<file path="src/rtl/psram_pkg.sv">
package psram_pkg;

  typedef enum logic [2:0] {
    ST_INIT,
    ST_IDLE,
    ST_RD,
    ST_WR,
    ST_WR_END,
    ST_GAP
  } psram_st_t;

  function automatic int unsigned ceil_div(input int unsigned num, input int unsigned den);
    return (num + den - 1) / den;
  endfunction

  function automatic int unsigned max2(input int unsigned a, input int unsigned b);
    return (a > b) ? a : b;
  endfunction

endpackage

</file>
<file path="src/rtl/psram_init_wait.sv">
module psram_init_wait #(
  parameter int unsigned WAIT_CYC = 2500,
  localparam int unsigned W = $clog2(WAIT_CYC + 1)
) (
  input  logic clk,
  input  logic rst,
  output logic done
);

  logic [W-1:0] cnt;

  always_ff @(posedge clk) begin
    if (rst) begin
      cnt  <= '0;
      done <= 1'b0;
    end else if (!done) begin
      cnt <= cnt + 1'b1;
      if (cnt == W'(WAIT_CYC - 1)) done <= 1'b1;
    end
  end

endmodule

</file>
<file path="src/rtl/psram_sel_guard.sv">
module psram_sel_guard #(
  parameter int unsigned LIM_CYC = 700,
  parameter int unsigned MAX_CYC = 750,
  localparam int unsigned W = $clog2(MAX_CYC + 1)
) (
  input  logic clk,
  input  logic rst,
  input  logic sel_on,
  output logic over_lim
);

  logic [W-1:0] cnt;

  always_ff @(posedge clk) begin
    if (rst)                        cnt <= '0;
    else if (!sel_on)               cnt <= '0;
    else if (cnt != W'(MAX_CYC))    cnt <= cnt + 1'b1;
  end

  assign over_lim = (cnt >= W'(LIM_CYC));

  // the selected run stays below the hard ceiling
  assert_sel_window_R7: assert property (@(posedge clk) disable iff (rst)
    cnt < W'(MAX_CYC));

endmodule

</file>
<file path="src/rtl/psram_cycle_fsm.sv">
module psram_cycle_fsm
  import psram_pkg::*;
#(
  parameter int unsigned AW      = 20,
  parameter int unsigned DW      = 16,
  parameter int unsigned RD_CYC  = 3,
  parameter int unsigned WR_CYC  = 3,
  parameter int unsigned GAP_CYC = 1,
  localparam int unsigned MAXC = max2(max2(RD_CYC, WR_CYC), GAP_CYC),
  localparam int unsigned CW   = $clog2(MAXC + 1)
) (
  input  logic          clk,
  input  logic          rst,
  input  logic          init_done,
  input  logic          over_lim,
  input  logic          req_valid,
  output logic          req_ready,
  input  logic          req_write,
  input  logic [AW-1:0] req_addr,
  input  logic [DW-1:0] req_wdata,
  input  logic [1:0]    req_be,
  output logic          rsp_valid,
  output logic [DW-1:0] rsp_rdata,
  output logic [AW-1:0] mem_addr,
  output logic [DW-1:0] mem_dq_out,
  output logic          mem_dq_oe,
  input  logic [DW-1:0] mem_dq_in,
  output logic          mem_cs_n,
  output logic          mem_cs2,
  output logic          mem_oe_n,
  output logic          mem_we_n,
  output logic          mem_ub_n,
  output logic          mem_lb_n
);

  psram_st_t     st;
  logic [CW-1:0] cnt;

  always_ff @(posedge clk) begin
    if (rst) begin
      st         <= ST_INIT;
      cnt        <= '0;
      req_ready  <= 1'b0;
      rsp_valid  <= 1'b0;
      rsp_rdata  <= '0;
      mem_addr   <= '0;
      mem_dq_out <= '0;
      mem_dq_oe  <= 1'b0;
      mem_cs_n   <= 1'b1;
      mem_cs2    <= 1'b0;
      mem_oe_n   <= 1'b1;
      mem_we_n   <= 1'b1;
      mem_ub_n   <= 1'b1;
      mem_lb_n   <= 1'b1;
    end else begin
      rsp_valid <= 1'b0;
      case (st)
        ST_INIT: begin
          if (init_done) begin
            st        <= ST_IDLE;
            req_ready <= 1'b1;
          end
        end
        ST_IDLE: begin
          if (req_valid) begin
            req_ready <= 1'b0;
            cnt       <= '0;
            mem_cs_n  <= 1'b0;
            mem_cs2   <= 1'b1;
            mem_addr  <= req_addr;
            mem_ub_n  <= !req_be[1];
            mem_lb_n  <= !req_be[0];
            if (req_write) begin
              mem_we_n   <= 1'b0;
              mem_dq_out <= req_wdata;
              mem_dq_oe  <= 1'b1;
              st         <= ST_WR;
            end else begin
              mem_oe_n <= 1'b0;
              st       <= ST_RD;
            end
          end else if (!mem_cs_n) begin
            req_ready <= 1'b0;
            cnt       <= '0;
            mem_cs_n  <= 1'b1;
            mem_cs2   <= 1'b0;
            st        <= ST_GAP;
          end
        end
        ST_RD: begin
          cnt <= cnt + 1'b1;
          if (cnt == CW'(RD_CYC - 1)) begin
            rsp_rdata <= mem_dq_in;
            rsp_valid <= 1'b1;
            mem_oe_n  <= 1'b1;
            mem_ub_n  <= 1'b1;
            mem_lb_n  <= 1'b1;
            if (over_lim) begin
              cnt      <= '0;
              mem_cs_n <= 1'b1;
              mem_cs2  <= 1'b0;
              st       <= ST_GAP;
            end else begin
              st        <= ST_IDLE;
              req_ready <= 1'b1;
            end
          end
        end
        ST_WR: begin
          cnt <= cnt + 1'b1;
          if (cnt == CW'(WR_CYC - 1)) begin
            mem_we_n <= 1'b1;
            st       <= ST_WR_END;
          end
        end
        ST_WR_END: begin
          mem_ub_n  <= 1'b1;
          mem_lb_n  <= 1'b1;
          mem_dq_oe <= 1'b0;
          if (over_lim) begin
            cnt      <= '0;
            mem_cs_n <= 1'b1;
            mem_cs2  <= 1'b0;
            st       <= ST_GAP;
          end else begin
            st        <= ST_IDLE;
            req_ready <= 1'b1;
          end
        end
        ST_GAP: begin
          cnt <= cnt + 1'b1;
          if (cnt == CW'(GAP_CYC - 1)) begin
            st        <= ST_IDLE;
            req_ready <= 1'b1;
          end
        end
        default: st <= ST_INIT;
      endcase
    end
  end

  // a deselect lasts at least two cycles
  assert_gap_width_R8: assert property (@(posedge clk) disable iff (rst)
    $rose(mem_cs_n) |=> mem_cs_n);

  // write strobe pulse is wider than one cycle
  assert_we_pulse_R4: assert property (@(posedge clk) disable iff (rst)
    $fell(mem_we_n) |=> !mem_we_n);

  // address and data hold still while the write strobe stays low
  assert_wr_stable_R4: assert property (@(posedge clk) disable iff (rst)
    (!mem_we_n && $past(!mem_we_n)) |-> ($stable(mem_addr) && $stable(mem_dq_out)));

endmodule

</file>
<file path="src/rtl/psram_seq_ctrl.sv">
module psram_seq_ctrl
  import psram_pkg::*;
#(
  parameter int unsigned CLK_NS        = 20,
  parameter int unsigned INIT_NS       = 50000,
  parameter int unsigned T_RC_NS       = 55,
  parameter int unsigned T_AA_NS       = 55,
  parameter int unsigned T_OE_NS       = 25,
  parameter int unsigned T_WC_NS       = 55,
  parameter int unsigned T_WP_NS       = 45,
  parameter int unsigned T_AW_NS       = 45,
  parameter int unsigned T_DS_NS       = 25,
  parameter int unsigned SEL_MAX_NS    = 15000,
  parameter int unsigned SEL_MARGIN_NS = 1000,
  parameter int unsigned GAP_NS        = 5,
  parameter int unsigned AW            = 20,
  parameter int unsigned DW            = 16
) (
  input  logic          clk,
  input  logic          rst,
  input  logic          req_valid,
  output logic          req_ready,
  input  logic          req_write,
  input  logic [AW-1:0] req_addr,
  input  logic [DW-1:0] req_wdata,
  input  logic [1:0]    req_be,
  output logic          rsp_valid,
  output logic [DW-1:0] rsp_rdata,
  output logic [AW-1:0] mem_addr,
  output logic [DW-1:0] mem_dq_out,
  output logic          mem_dq_oe,
  input  logic [DW-1:0] mem_dq_in,
  output logic          mem_cs_n,
  output logic          mem_cs2,
  output logic          mem_oe_n,
  output logic          mem_we_n,
  output logic          mem_ub_n,
  output logic          mem_lb_n
);

  localparam int unsigned INIT_CYC = ceil_div(INIT_NS, CLK_NS);
  localparam int unsigned RD_CYC   = max2(max2(ceil_div(T_AA_NS, CLK_NS), ceil_div(T_OE_NS, CLK_NS)),
                                          ceil_div(T_RC_NS, CLK_NS) - 1);
  localparam int unsigned WR_CYC   = max2(max2(ceil_div(T_WP_NS, CLK_NS), ceil_div(T_AW_NS, CLK_NS)),
                                          max2(ceil_div(T_DS_NS, CLK_NS), ceil_div(T_WC_NS, CLK_NS) - 1));
  localparam int unsigned SEL_MAX  = SEL_MAX_NS / CLK_NS;
  localparam int unsigned SEL_LIM  = (SEL_MAX_NS - SEL_MARGIN_NS) / CLK_NS;
  localparam int unsigned GAP_CYC  = GAP_NS / CLK_NS + 1;

  logic init_done;
  logic over_lim;

  psram_init_wait #(.WAIT_CYC(INIT_CYC)) init_i (
    .clk  (clk),
    .rst  (rst),
    .done (init_done)
  );

  psram_sel_guard #(.LIM_CYC(SEL_LIM), .MAX_CYC(SEL_MAX)) guard_i (
    .clk      (clk),
    .rst      (rst),
    .sel_on   (!mem_cs_n && mem_cs2),
    .over_lim (over_lim)
  );

  psram_cycle_fsm #(
    .AW(AW), .DW(DW), .RD_CYC(RD_CYC), .WR_CYC(WR_CYC), .GAP_CYC(GAP_CYC)
  ) fsm_i (
    .clk        (clk),
    .rst        (rst),
    .init_done  (init_done),
    .over_lim   (over_lim),
    .req_valid  (req_valid),
    .req_ready  (req_ready),
    .req_write  (req_write),
    .req_addr   (req_addr),
    .req_wdata  (req_wdata),
    .req_be     (req_be),
    .rsp_valid  (rsp_valid),
    .rsp_rdata  (rsp_rdata),
    .mem_addr   (mem_addr),
    .mem_dq_out (mem_dq_out),
    .mem_dq_oe  (mem_dq_oe),
    .mem_dq_in  (mem_dq_in),
    .mem_cs_n   (mem_cs_n),
    .mem_cs2    (mem_cs2),
    .mem_oe_n   (mem_oe_n),
    .mem_we_n   (mem_we_n),
    .mem_ub_n   (mem_ub_n),
    .mem_lb_n   (mem_lb_n)
  );

  // no select and no ready before the init window ends
  assert_init_hold_R2: assert property (@(posedge clk) disable iff (rst)
    !init_done |-> (mem_cs_n && !req_ready));

  // output enable never overlaps the write strobe
  assert_no_contention_R4: assert property (@(posedge clk) disable iff (rst)
    !(!mem_we_n && !mem_oe_n));

  // a result follows a cycle with output enable low, and lasts one cycle
  assert_rsp_after_oe_R3: assert property (@(posedge clk) disable iff (rst)
    rsp_valid |-> $past(!mem_oe_n));
  assert_rsp_pulse_R3: assert property (@(posedge clk) disable iff (rst)
    rsp_valid |=> !rsp_valid);

endmodule

</file>
<file path="config.mk">
export PLATFORM = sky130hd
export DESIGN_NAME = psram_seq_ctrl
export DESIGN_NICKNAME = d
export VERILOG_FILES = /design/src/rtl/psram_pkg.sv /design/src/rtl/psram_init_wait.sv /design/src/rtl/psram_sel_guard.sv /design/src/rtl/psram_cycle_fsm.sv /design/src/rtl/psram_seq_ctrl.sv
export SDC_FILE = /design/constraint.sdc
export NUM_CORES = 1
export LEC_CHECK = 0
export ABC_AREA = 1
export BUFFER_PORTS_ARGS = -buffer_cell sky130_fd_sc_hd__clkbuf_2
export CORE_MARGIN = 1.5
export CORE_UTILIZATION = 45
export CTS_BUF_LIST = sky130_fd_sc_hd__clkbuf_4
export DETAILED_ROUTE_END_ITERATION = 8
export GPL_ROUTABILITY_DRIVEN = 0
export PLACE_DENSITY = 0.72
export REMOVE_ABC_BUFFERS = 1
export SLEW_MARGIN = 5
export SYNTH_ARGS = -nofsm -noshare
export SYNTH_HDL_FRONTEND = slang
export SYNTH_SLANG_ARGS = --single-unit
</file>
<file path="constraint.sdc">
create_clock -name clk -period 3.85 [get_ports clk]
set_input_delay 0.5775 -clock clk [delete_from_list [all_inputs] [get_ports clk]]
set_output_delay 0.5775 -clock clk [all_outputs]
set_load 0.02 [all_outputs]
</file>
## Yosys cells after proc, flatten, opt, wreduce, memory -nomap -nowiden

Cells that the tools add are included.

- ROM bits: 0
- RAM bits: 0
- Memories kept: 0
- Logic and storage cells: 114
- Bits in latches: 0
- Register bits: 89

- Equality and inequality tests: 17
- Bitwise gates (word level): 2
- Shift operators: 0
- Multiplexer cells: 47
- Divide/modulo/power cells: 0
- Reductions and logical operators: 27
- Magnitude comparators: 1
- Multiply operators: 0
- Add/sub/neg operators: 3

Operators with widths:

| cell | number |
|---|---|
| $mux 1 | 25 |
| $mux 3 | 7 |
| $pmux 3 s6 | 1 |
| $reduce_and 3->1 | 5 |
| $add 12x1->12 const B | 1 |
| $eq 12x12->1 const B | 1 |
| $pmux 1 s3 | 4 |
| $add 10x1->10 const B | 1 |
| $ge 10x10->1 const B | 1 |
| $mux 2 | 5 |
| $ne 10x10->1 const B | 1 |
| $reduce_and 5->1 | 2 |
| $ne 2x1->1 const B | 4 |
| $ne 2x2->1 const B | 4 |
| $pmux 2 s4 | 1 |
| $reduce_and 4->1 | 2 |
| $eq 3x2->1 const B | 2 |
| $eq 3x3->1 const B | 2 |
| $pmux 1 s2 | 3 |
| $reduce_and 2->1 | 3 |
| $reduce_bool 2->1 | 3 |
| $reduce_or 2->1 | 3 |
| $pmux 1 s5 | 1 |
| $reduce_bool 5->1 | 1 |
| other kinds (11) | 14 |

## Longest topological paths before layout

Gate-level depths: netlist of run 1.

- Depth in word-level cells: 4
- Depth in mapped cells: 10
- Gate-level depth less buffers: 10

## Hierarchy

Synthesis of run 1 repeated with hierarchy kept, for this count alone.

- Cells, all modules: 538
- Area, all modules: 3897.5 um^2

Modules (own cells, without submodules):

| module | cells each | area an instance (um^2) | instances |
|---|---|---|---|
| psram_cycle_fsm | 355 | 2653.8 | 1 |
| psram_init_wait | 99 | 670.6 | 1 |
| psram_sel_guard | 82 | 563.0 | 1 |
| psram_seq_ctrl | 2 | 10.0 | 1 |

## Least setup slack after synthesis of run 1

No wires, ideal clock.

- Kind: input -> register
- Start point: input rst
- End point: register fsm_i.mem_we_n
- Arrival: 1.306 ns
- Stages on the path: 4
- Path buffers: 2
- Path slack: 2.406 ns
- Setup time: 0.138 ns
- Path through: inv_1 -> clkbuf_1 -> clkbuf_1 -> o211ai_1

RTL lines:

| what | line | source |
|---|---|---|
| start, declared | psram_seq_ctrl.sv:20 | `input logic rst,` |
| end signal, assigned | psram_cycle_fsm.sv:52 | `mem_we_n <= 1'b1;` |
| end signal, assigned | psram_cycle_fsm.sv:74 | `mem_we_n <= 1'b0;` |
| end signal, assigned | psram_cycle_fsm.sv:112 | `mem_we_n <= 1'b1;` |
| end, declared | psram_cycle_fsm.sv:31 | `output logic mem_we_n,` |

No word-level cell between the ends.

## Worst setup path in the final report of run 1

- Start point: register fsm_i.st[0]
- End point: register fsm_i.mem_dq_out[2]

- Cells in the longest elaborated chain, start to end: 2

Ends and longest elaborated chain:

| what | line | source |
|---|---|---|
| start, declared | psram_cycle_fsm.sv:36 | `psram_st_t st;` |
| start signal, assigned | psram_cycle_fsm.sv:41 | `st <= ST_INIT;` |
| start signal, assigned | psram_cycle_fsm.sv:60 | `st <= ST_IDLE;` |
| start signal, assigned | psram_cycle_fsm.sv:77 | `st <= ST_WR;` |
| $eq 3x1->1 | psram_cycle_fsm.sv:57 | `case (st)` |
| $reduce_and 3->1 (no line) | n/a |  |
| end signal, assigned | psram_cycle_fsm.sv:75 | `mem_dq_out <= req_wdata;` |
| end, declared | psram_cycle_fsm.sv:25 | `output logic [DW-1:0] mem_dq_out,` |

Every way passes these cells.
A chain may end at the register's enable or synchronous reset.

==> results of run 1 <==
## registers in the layout, summed over array words and instances (netlist names)
signal            count
init_i.cnt           12
fsm_i.mem_oe_n        1
fsm_i.mem_cs_n        1
fsm_i.mem_lb_n        1
fsm_i.st              3
fsm_i.mem_dq_out     16
fsm_i.cnt             2
fsm_i.rsp_valid       1
fsm_i.rsp_rdata      16
fsm_i.mem_dq_oe       1
fsm_i.mem_ub_n        1
fsm_i.mem_addr       20
fsm_i.mem_cs2         1
fsm_i.mem_we_n        1
fsm_i.req_ready       1
init_i.done           1
guard_i.cnt          10
## kinds of logic (layout without fill, tap and decap cells)
group                      after synthesis  count (layout)  share of synthesized area [%]
AOI/OAI and AO/OA                       90              90                           12.6
xor gates and xnor gates                 4               4                          0.946
adders and majority gates                7               7                           2.37
buffers and inverters                   61             178                           6.39
DFF                                     89              89                           48.1
and+or+nand+nor                        259             259                           29.6
## layer usage
metal | part of all wire, % | wire length (um) | GRT usage [%]
met1 | 44 | 3890 | 23.8
met2 | 49 | 4320 | 35.3
met3 | 4.8 | 425 | 3.96
met4 | 2.0 | 174 | 8.83
met5 | 0 | 0 | 0
## worst paths after layout
| path | from | endpoint | slack [ns] | depth (start not counted) |
|---|---|---|---|---|
| worst max-delay path | fsm_i.st[0] | fsm_i.mem_dq_out[2] | 1.66 | 9 |
| worst min-delay path | req_addr[3] | fsm_i.mem_addr[3] | 0.36 | 3 |
| worst max register to register | fsm_i.st[0] | fsm_i.mem_dq_out[2] | 1.66 | 9 |
| worst min register to register | fsm_i.mem_oe_n | fsm_i.mem_oe_n | 0.47 | 2 |
## report_power, final
group	internal [mW]	switching (mW)	total, mW
Clock	0.197	0.312	0.509
Combinational	0.188	0.379	0.567
Sequential	1.03	0.0737	1.10
## stage by stage
step	cells	setup WS, ns	total power [mW]	hold WS [ns]
6_report	729	1.66	2.17	0.361
4_1_cts	729	1.65	2.19	0.347
5_1_grt	729	1.43	2.30	0.340
2_1_floorplan	492	1.76	1.48	0.450
3_3_place_gp	713	1.64	1.67	0.442
3_5_place_dp	713	1.61	1.68	0.450
## cell usage after synthesis, drive strengths merged
| library cell | count | area (um2) |
|---|---|---|
| nand4 | 8 | 50.1 |
| nand3 | 24 | 120 |
| inv | 43 | 161 |
| dfxtp | 89 | 1780 |
| nor3b | 2 | 15.0 |
| o2111ai | 1 | 8.76 |
| nor4 | 1 | 6.26 |
| and3 | 1 | 6.26 |
| o211ai | 1 | 7.51 |
| o31ai | 1 | 7.51 |
| a21oi | 19 | 95.1 |
| a31oi | 1 | 6.26 |
| nor3 | 7 | 35.0 |
| xnor2 | 1 | 8.76 |
| o21a | 1 | 7.51 |
| or2 | 1 | 6.26 |
| nand2 | 68 | 260 |
| clkbuf | 11 | 41.3 |
| nor2 | 146 | 589 |
| o21ai | 65 | 325 |
| a211oi | 1 | 7.51 |
| xor2 | 3 | 26.3 |
| ha | 7 | 87.6 |
| nand3b | 1 | 7.51 |
| buf | 7 | 33.8 |
## worst min-delay path, stage by stage
cell and delay (ns):
clkbuf_2 0.08, nor2_1 0.03, nor2_1 0.08
## area by class of cell
cell class	count	share of cell area (%)
clock inverters	7	1.53
well taps	102	2.84
multi-input cells	360	37.5
repair buffers	119	13.3
inverters	43	3.60
flip-flops and latches	89	39.7
clock buffers	9	1.51
==> metrics.csv, run 1 <==
metric;value;unit
status;completed;
port bufs;118;
Placement Cell Area;4350;um2
largest net degree at the start of global routing;45;
commonest non-fill, non-tap cell in the layout;nor2_1;
area of the core;7850;um2
clk buf depth;2;
Total Wirelength;8810;um
CTS Buf Count;9;
cells along the critical path;inv_2 > nor2_4 > nand2_2 > nor2_4 > inv_2 > nor2_8 > inv_2 > nor2_1 > nor2_1;
initial antenna violation count;0;
Via density;4.90;
Syn Std Cell Area;3700;um2
critical path arrival;2.53;ns
first-pass GRT wire length;14300;um
CP Max Fanout;22;
RSZ-0062 raised after global routing;false;
worst endpoint required time;4.19;ns
cell mode on critical path;inv_2;
commonest cells after routing, fill and taps aside;nor2_1 (141), clkbuf_2 (118), dfxtp_1 (89), nand2_1 (66), o21ai_0 (55);
max incr delay on CP;0.46;ns
Root Driver;clkbuf_4;
Horiz. Die Dim;93.7;um
setup TNS;0;ns
# rows;32;
fraction of layout cells with a size suffix above 1;23.4;%
routed wire length per instance;12.1;um
CP Capture Type;flop;
multi-input logic area;1680;um2
CTS sink count;89;
final worst path period share;56.9;%
fin crit period;2.19;ns
post-cts gate resize count;0;
LEAKAGE;2.24;nW
PwrDens;484;nW/um2
antenna cells;0;
die height;93.7;um
drt drc;0;
dpl hpwl;6430;um
later-pin clock latency in the skew report;0.43;ns
Ys Warns;0;
achievable frequency;456;MHz
vias;3573;
CTS H-Tree Depth;3;
P&R area growth vs syn;21.3;%
GRT Total Usage;20.2;%
post-route ant nets;0;
Post-Syn Area per Cell;7.26;um2
Peak VDD IR;268;uV
fillers;788;
clk_skew;0.0221;ns
post-layout instance area;4490;um2
clock slew seen by the registers of the worst setup and hold paths;0.15;ns
path type of the worst setup path;reg -> reg;
final setup vio count;0;
Ports;119;
synth unique cells;33;
Pre-antenna DRT Iters;4;
Final Slew Violations;0;
CTS tree;done;
Hold WC Path Type;in -> reg;
Final Hold Viols;0;
worst-margin pin slew;0.657;ns
worst path bufs/invs;3;
CTS Hold Bufs;0;
FF+latch count, synth;89;
total area of sequential cells;1780;um2
CP max stage cell;dfxtp_1;
final net count;687;
Overflow after GRT;0;
number of DRC markers in iteration 0;133;
Util after Layout;57.2;%
worst relative slew slack;56.2;%
CP Launch Type;flop;
vias in the first global route;3354;
postcts setup bufs;0;
cell count after synthesis;510;
sequential element share of the synthesized area;48.1;%
die area;8780;um2
kind of cell adding the most delay to the critical path;simple AND/OR/NAND/NOR gates;
Initial Util;47.2;%
max cap viols;0;
No activity file was read; power rests on OpenSTA's default activity.
==> run 2: changes to the inputs <==
Settings changed: ABC_AREA 1 to 0.
Clock period 3.85 ns to 2.3 ns, I/O delays scaled along.
==> metrics.csv, run 2 <==
metric;value;unit;change
final setup vio count;0;;unchanged
CTS tree;done;;unchanged
Final Slew Violations;0;;unchanged
vias;3397;;was 3,573
max reg flops;20;;unchanged
Post-Syn Area per Cell;8.32;um2;was 7.26 um2
final worst path period share;80.7;%;was 56.9%
max cap viols;0;;unchanged
most frequent cell after synthesis;nand2_1;;was nor2_1
port bufs;118;;unchanged
CP max stage cell;dfxtp_1;;unchanged
GR peak layer;met2;;unchanged
LEAKAGE;1.77;nW;was 2.24 nW
Non-Filler Instances;669;;was 729
drt drc;0;;unchanged
post-cts gate resize count;0;;unchanged
later-pin clock latency in the skew report;0.42;ns;was 0.43 ns
largest net degree at the start of global routing;30;;was 45
Peak VDD IR;379;uV;was 268 uV
area of the core;8130;um2;was 7850 um2
largest registers;fsm_i.mem_addr: 20 flops, fsm_i.mem_dq_out: 16 flops, fsm_i.rsp_rdata: 16 flops;;unchanged
worst hold slack;0.126;ns;was 0.361 ns
fin crit period;1.86;ns;was 2.19 ns
Via density;5.08;;was 4.90
RSZ-0062 raised after global routing;false;;unchanged
cells along the critical path;nor3b_2 > nand2_1 > nand2_1 > a21oi_1;;was inv_2 > nor2_4 > nand2_2 > nor2_4 > inv_2 > nor2_8 > inv_2 > nor2_1 > nor2_1
die height;94.3;um;was 93.7 um
cell count after synthesis;451;;was 510
top cell type's share of synthesized area;47.5;%;was 48.1%
ys flop type;dfxtp_1;;unchanged
r2r startpoint;fsm_i.st[0];;unchanged
path type of the worst setup path;reg -> reg;;unchanged
Global Route met3 Usage;4.05;%;was 3.96%
sequential element share of the synthesized area;47.5;%;was 48.1%
Ports;119;;unchanged
# rows;33;;was 32
Yosys top cell by area;dfxtp_1;;unchanged
GR Util met1;22.2;%;was 23.8%
CTS Hold Bufs;0;;unchanged
FF+latch count, synth;89;;unchanged
clk_skew;0.0165;ns;was 0.0221 ns
CP Capture Type;flop;;unchanged
multi-input logic area;1800;um2;was 1680 um2
synth unique cells;55;;was 33
GRT met2 Usage;31.1;%;was 35.3%
DP Cell Count;653;;was 713
Total Wirelength;8370;um;was 8810 um
worst-margin pin slew;0.642;ns;was 0.657 ns
vias in the first global route;3015;;was 3,354
Syn Std Cell Area;3750;um2;was 3700 um2
kind of cell adding the most delay to the critical path;simple AND/OR/NAND/NOR gates;;unchanged
Root Driver;clkbuf_4;;unchanged
Overflow after GRT;0;;unchanged
Ys Warns;0;;unchanged
total area of sequential cells;1780;um2;unchanged
CP Max Fanout;20;;was 22
worst path bufs/invs;0;;was 3
post-route ant nets;0;;unchanged
fraction of layout cells with a size suffix above 1;26.8;%;was 23.4%
Pre-antenna DRT Iters;4;;unchanged
Initial Util;46.1;%;was 47.2%
CTS sink count;89;;unchanged
commonest cells after routing, fill and taps aside;clkbuf_2 (118), nand2_1 (116), dfxtp_1 (89), a21oi_1 (61), nor2_1 (27);;was nor2_1 (141), clkbuf_2 (118), dfxtp_1 (89), nand2_1 (66), o21ai_0 (55)
worst endpoint required time;2.60;ns;was 4.19 ns
GRT Total Usage;18.4;%;was 20.2%
first-pass GRT wire length;13100;um;was 14,300 um
setup TNS;0;ns;unchanged
achievable frequency;539;MHz;was 456 MHz
PwrDens;582;nW/um2;was 484 nW/um2
Hold WC Path Type;in -> reg;;unchanged
R2R Setup Slk;0.44;ns;was 1.66 ns
fillers;776;;was 788
pre-CTS WS;0.443;ns;was 1.61 ns
CTS H-Tree Depth;3;;unchanged
Final Hold Viols;0;;unchanged
Worst Slack Setup Final;0.444;ns;was 1.66 ns
dominant cells by area after synthesis;dfxtp_1 (47%), nand2_1 (12%), a21oi_1 (8.1%);;was dfxtp_1 (48%), nor2_1 (14%), o21ai_0 (7.4%)
commonest non-fill, non-tap cell in the layout;clkbuf_2;;was nor2_1
number of DRC markers in iteration 0;128;;was 133
Setup crit start;fsm_i.st[0];;unchanged
die area;8890;um2;was 8780 um2
Post-synth EDFFs;0;;unchanged
worst relative slew slack;57.2;%;was 56.2%
final net count;624;;was 687
HP Start;req_wdata[9];;was req_addr[3]
Horiz. Die Dim;94.3;um;was 93.7 um
asr flop ratio synth;0;%;unchanged
critical path arrival;2.16;ns;was 2.53 ns
initial antenna violation count;0;;unchanged
antenna cells;0;;unchanged
P&R area growth vs syn;21.1;%;was 21.3%
routed wire length per instance;12.5;um;was 12.1 um
CTS Buf Count;9;;unchanged
cell mode on critical path;nand2_1;;was inv_2
Biggest register;fsm_i.mem_addr;;unchanged
postcts setup bufs;0;;unchanged
clk buf depth;2;;unchanged
dpl hpwl;5970;um;was 6430 um
synth cell count leaders;nand2_1 (116), dfxtp_1 (89), a21oi_1 (61);;was nor2_1 (141), dfxtp_1 (89), nand2_1 (66)
CP Launch Type;flop;;unchanged
status;completed;;unchanged
max incr delay on CP;0.59;ns;was 0.46 ns
clock slew seen by the registers of the worst setup and hold paths;0.14;ns;was 0.15 ns
-- run 2: changes by cell type after synthesis, sizes merged, moves of 19 or more --
cell,before,now
inv,43,7
nand3,24,5
a21oi,19,61
nand2,68,117
o21ai,65,7
nor2,146,27
-- run 2: per-layer routing --
layer,vias up,share of wire [%]
li1,1744,-
met1,1540,45
met2,95,47
met3,18,5.6
met4,0,2.7
met5,-,0
-- run 2: final timing paths --
check,cells after the start,end
max,4,fsm_i.mem_addr[5]
min,3,fsm_i.mem_dq_out[9]
max reg2reg,4,fsm_i.mem_addr[5]
min reg2reg,2,fsm_i.mem_dq_out[15]
-- run 2: stage by stage --
stage          total power [mW]  utilization [%]  area, um2
2_1_floorplan              1.60                -       3610
3_3_place_gp               1.68             53.8       4380
3_5_place_dp               1.68             53.8       4380
4_1_cts                    2.68             55.9       4540
5_1_grt                    2.75             55.9       4540
6_report                   2.65             55.9       4540
-- run 2: logic make-up (layout without fill, tap and decap cells) --
| logic type | count (synthesis) | in the layout | synth area share [%] |
|---|---|---|---|
| AOI/OAI and AO/OA | 93 | 93 | 14.4 |
| xor gates and xnor gates | 18 | 18 | 4.20 |
| adders and majority gates | 7 | 7 | 2.33 |
| buffers and inverters | 34 | 147 | 4.50 |
| DFF | 89 | 89 | 47.5 |
| muxes | 2 | 2 | 0.534 |
| and+or+nand+nor | 208 | 208 | 26.5 |
-- run 2: cell type report --
| class | instances | share of cell area [%] |
|---|---|---|
| sequential | 89 | 39.2 |
| inverter | 7 | 0.578 |
| clock inverter | 7 | 2.23 |
| timing repair buffer | 124 | 14.0 |
| clock buffer | 9 | 1.49 |
| multi-input combinational | 328 | 39.6 |
| tap | 105 | 2.89 |
-- run 2: where the power goes --
part           total, mW  switching [mW]  internal, mW
logic             0.0919          0.0459        0.0459
registers           1.55         0.00452          1.55
clock network       1.00           0.548         0.455
-- run 2: worst min-delay path: stages --
cell and delay (ns):
clkbuf_2 0.08, nand2_1 0.04, a21oi_1 0.05
==> run 3: changes to the inputs <==
Settings changed: ABC_AREA 0 to 1.
Clock period 2.3 ns to 1.8 ns, I/O delays scaled along.
==> metrics.csv, run 3 (synthesis results as in run 1) <==
metric;value;unit;change
status;completed;;unchanged
LEAKAGE;2.29;nW;was 1.77 nW
later-pin clock latency in the skew report;0.43;ns;was 0.42 ns
Biggest register;fsm_i.mem_addr;;unchanged
vias in the first global route;3484;;was 3,015
die height;93.7;um;was 94.3 um
drt drc;0;;unchanged
final setup vio count;0;;unchanged
Pre-antenna DRT Iters;4;;unchanged
vias;3616;;was 3,397
Via density;4.91;;was 5.08
final total power;4.69;mW;was 2.65 mW
Overflow after GRT;0;;unchanged
worst hold slack;0.0523;ns;was 0.126 ns
CP Max Fanout;5;;was 20
final worst path period share;89.1;%;was 80.7%
initial antenna violation count;0;;unchanged
max reg flops;20;;unchanged
CTS Hold Bufs;0;;unchanged
final net count;695;;was 624
CTS sink count;89;;unchanged
clk buf depth;2;;unchanged
largest registers;fsm_i.mem_addr: 20 flops, fsm_i.mem_dq_out: 16 flops, fsm_i.rsp_rdata: 16 flops;;unchanged
critical path arrival;1.97;ns;was 2.16 ns
fraction of layout cells with a size suffix above 1;24.4;%;was 26.8%
dpl hpwl;6510;um;was 5970 um
Final Slew Violations;0;;unchanged
achievable frequency;624;MHz;was 539 MHz
clk_skew;0.0144;ns;was 0.0165 ns
CP Launch Type;flop;;unchanged
commonest cells after routing, fill and taps aside;nor2_1 (141), clkbuf_2 (118), dfxtp_1 (89), nand2_1 (66), o21ai_0 (55);;was clkbuf_2 (118), nand2_1 (116), dfxtp_1 (89), a21oi_1 (61), nor2_1 (27)
Ports;119;;unchanged
postcts setup bufs;0;;unchanged
routed wire length per instance;12.0;um;was 12.5 um
Root Driver;clkbuf_4;;unchanged
RSZ-0062 raised after global routing;false;;unchanged
Initial Util;47.2;%;was 46.1%
number of DRC markers in iteration 0;147;;was 128
post-route ant nets;0;;unchanged
Total Wirelength;8840;um;was 8370 um
Final Hold Viols;0;;unchanged
clock slew seen by the registers of the worst setup and hold paths;0.14;ns;about the same
first-pass GRT wire length;15100;um;was 13,100 um
fillers;794;;was 776
worst relative slew slack;73.5;%;was 57.2%
P&R area growth vs syn;22.9;%;was 21.1%
CP Capture Type;flop;;unchanged
GRT Total Usage;21.6;%;was 18.4%
max cap viols;0;;unchanged
CTS tree;done;;unchanged
post-cts gate resize count;0;;unchanged
Hold WC Path Type;in -> reg;;unchanged
path type of the worst setup path;reg -> reg;;unchanged
CTS Buf Count;9;;unchanged
commonest non-fill, non-tap cell in the layout;nor2_1;;was clkbuf_2
worst-margin pin slew;0.396;ns;was 0.642 ns
worst endpoint required time;2.17;ns;was 2.60 ns
Horiz. Die Dim;93.7;um;was 94.3 um
# rows;32;;was 33
die area;8780;um2;was 8890 um2
largest net degree at the start of global routing;44;;was 30
setup TNS;0;ns;unchanged
fin crit period;1.60;ns;was 1.86 ns
Peak VDD IR;477;uV;was 379 uV
R2R Setup Slk;0.20;ns;was 0.44 ns
area of the core;7850;um2;was 8130 um2
port bufs;118;;unchanged
CTS H-Tree Depth;3;;unchanged
PwrDens;1030;nW/um2;was 582 nW/um2
antenna cells;0;;unchanged
-- run 3: cell types whose count changed in the layout (fill, tap and decap cells not counted), sizes merged, moves of 7 or more --
cell	change
nor2	+119
o21ai	+58
nand2	-49
a21oi	-42
inv	+33
nand3	+19
xor2	-8
nor2b	-7
-- run 3: path summary, 6_finish.rpt --
| path | to | depth (start not counted) | start |
|---|---|---|---|
| worst min-delay path | fsm_i.mem_dq_out[12] | 3 | req_wdata[12] |
| worst max register to register | fsm_i.st[2] | 10 | fsm_i.cnt[0] |
| worst max-delay path | fsm_i.st[2] | 10 | fsm_i.cnt[0] |
| worst min register to register | fsm_i.mem_ub_n | 2 | fsm_i.mem_ub_n |
-- run 3: final cells by class --
type | count | area (um2) | share of cell area (%)
Sequential cell | 89 | 1780 | 39.1
Multi-Input combinational cell | 360 | 1680 | 37.0
Timing Repair Buffer | 127 | 658 | 14.5
Inverter | 43 | 161 | 3.55
Tap cell | 102 | 128 | 2.80
Clock buffer | 11 | 82.6 | 1.81
Clock inverter | 5 | 56.3 | 1.24
-- run 3: power breakdown --
group          internal [mW]  switching [mW]
combinational          0.418           0.809
clock                  0.454           0.663
sequential              2.19           0.151
-- run 3: per-stage QoR --
step                      area (um2)  instances  utilization (%)  setup WS (ns)
final                           4550        737             58.0          0.197
after global routing            4550        737             58.0        0.00932
after CTS                       4550        737             58.0          0.212
after detailed placement        4410        721             56.2          0.231
after global placement          4410        721             56.2          0.298
after floorplan                 3630        492                -         0.0158
-- run 3: critical path: stages (launching register included) --
cell     delay [ns]
dfxtp_1        0.35
inv_1          0.10
ha_1           0.18
inv_1          0.10
nand3_1        0.19
nand3_1        0.12
nor2_1         0.21
nand2_1        0.11
nand2_1        0.07
nand2_1        0.04
nor2_1         0.08
-- run 3: metal layers --
metal	GRT usage (%)	share of wire, %	vias up
li1	-	-	1884
met1	25.5	44	1613
met2	36.6	48	102
met3	4.37	5.7	17
met4	11.7	2.4	0
met5	0	0	-
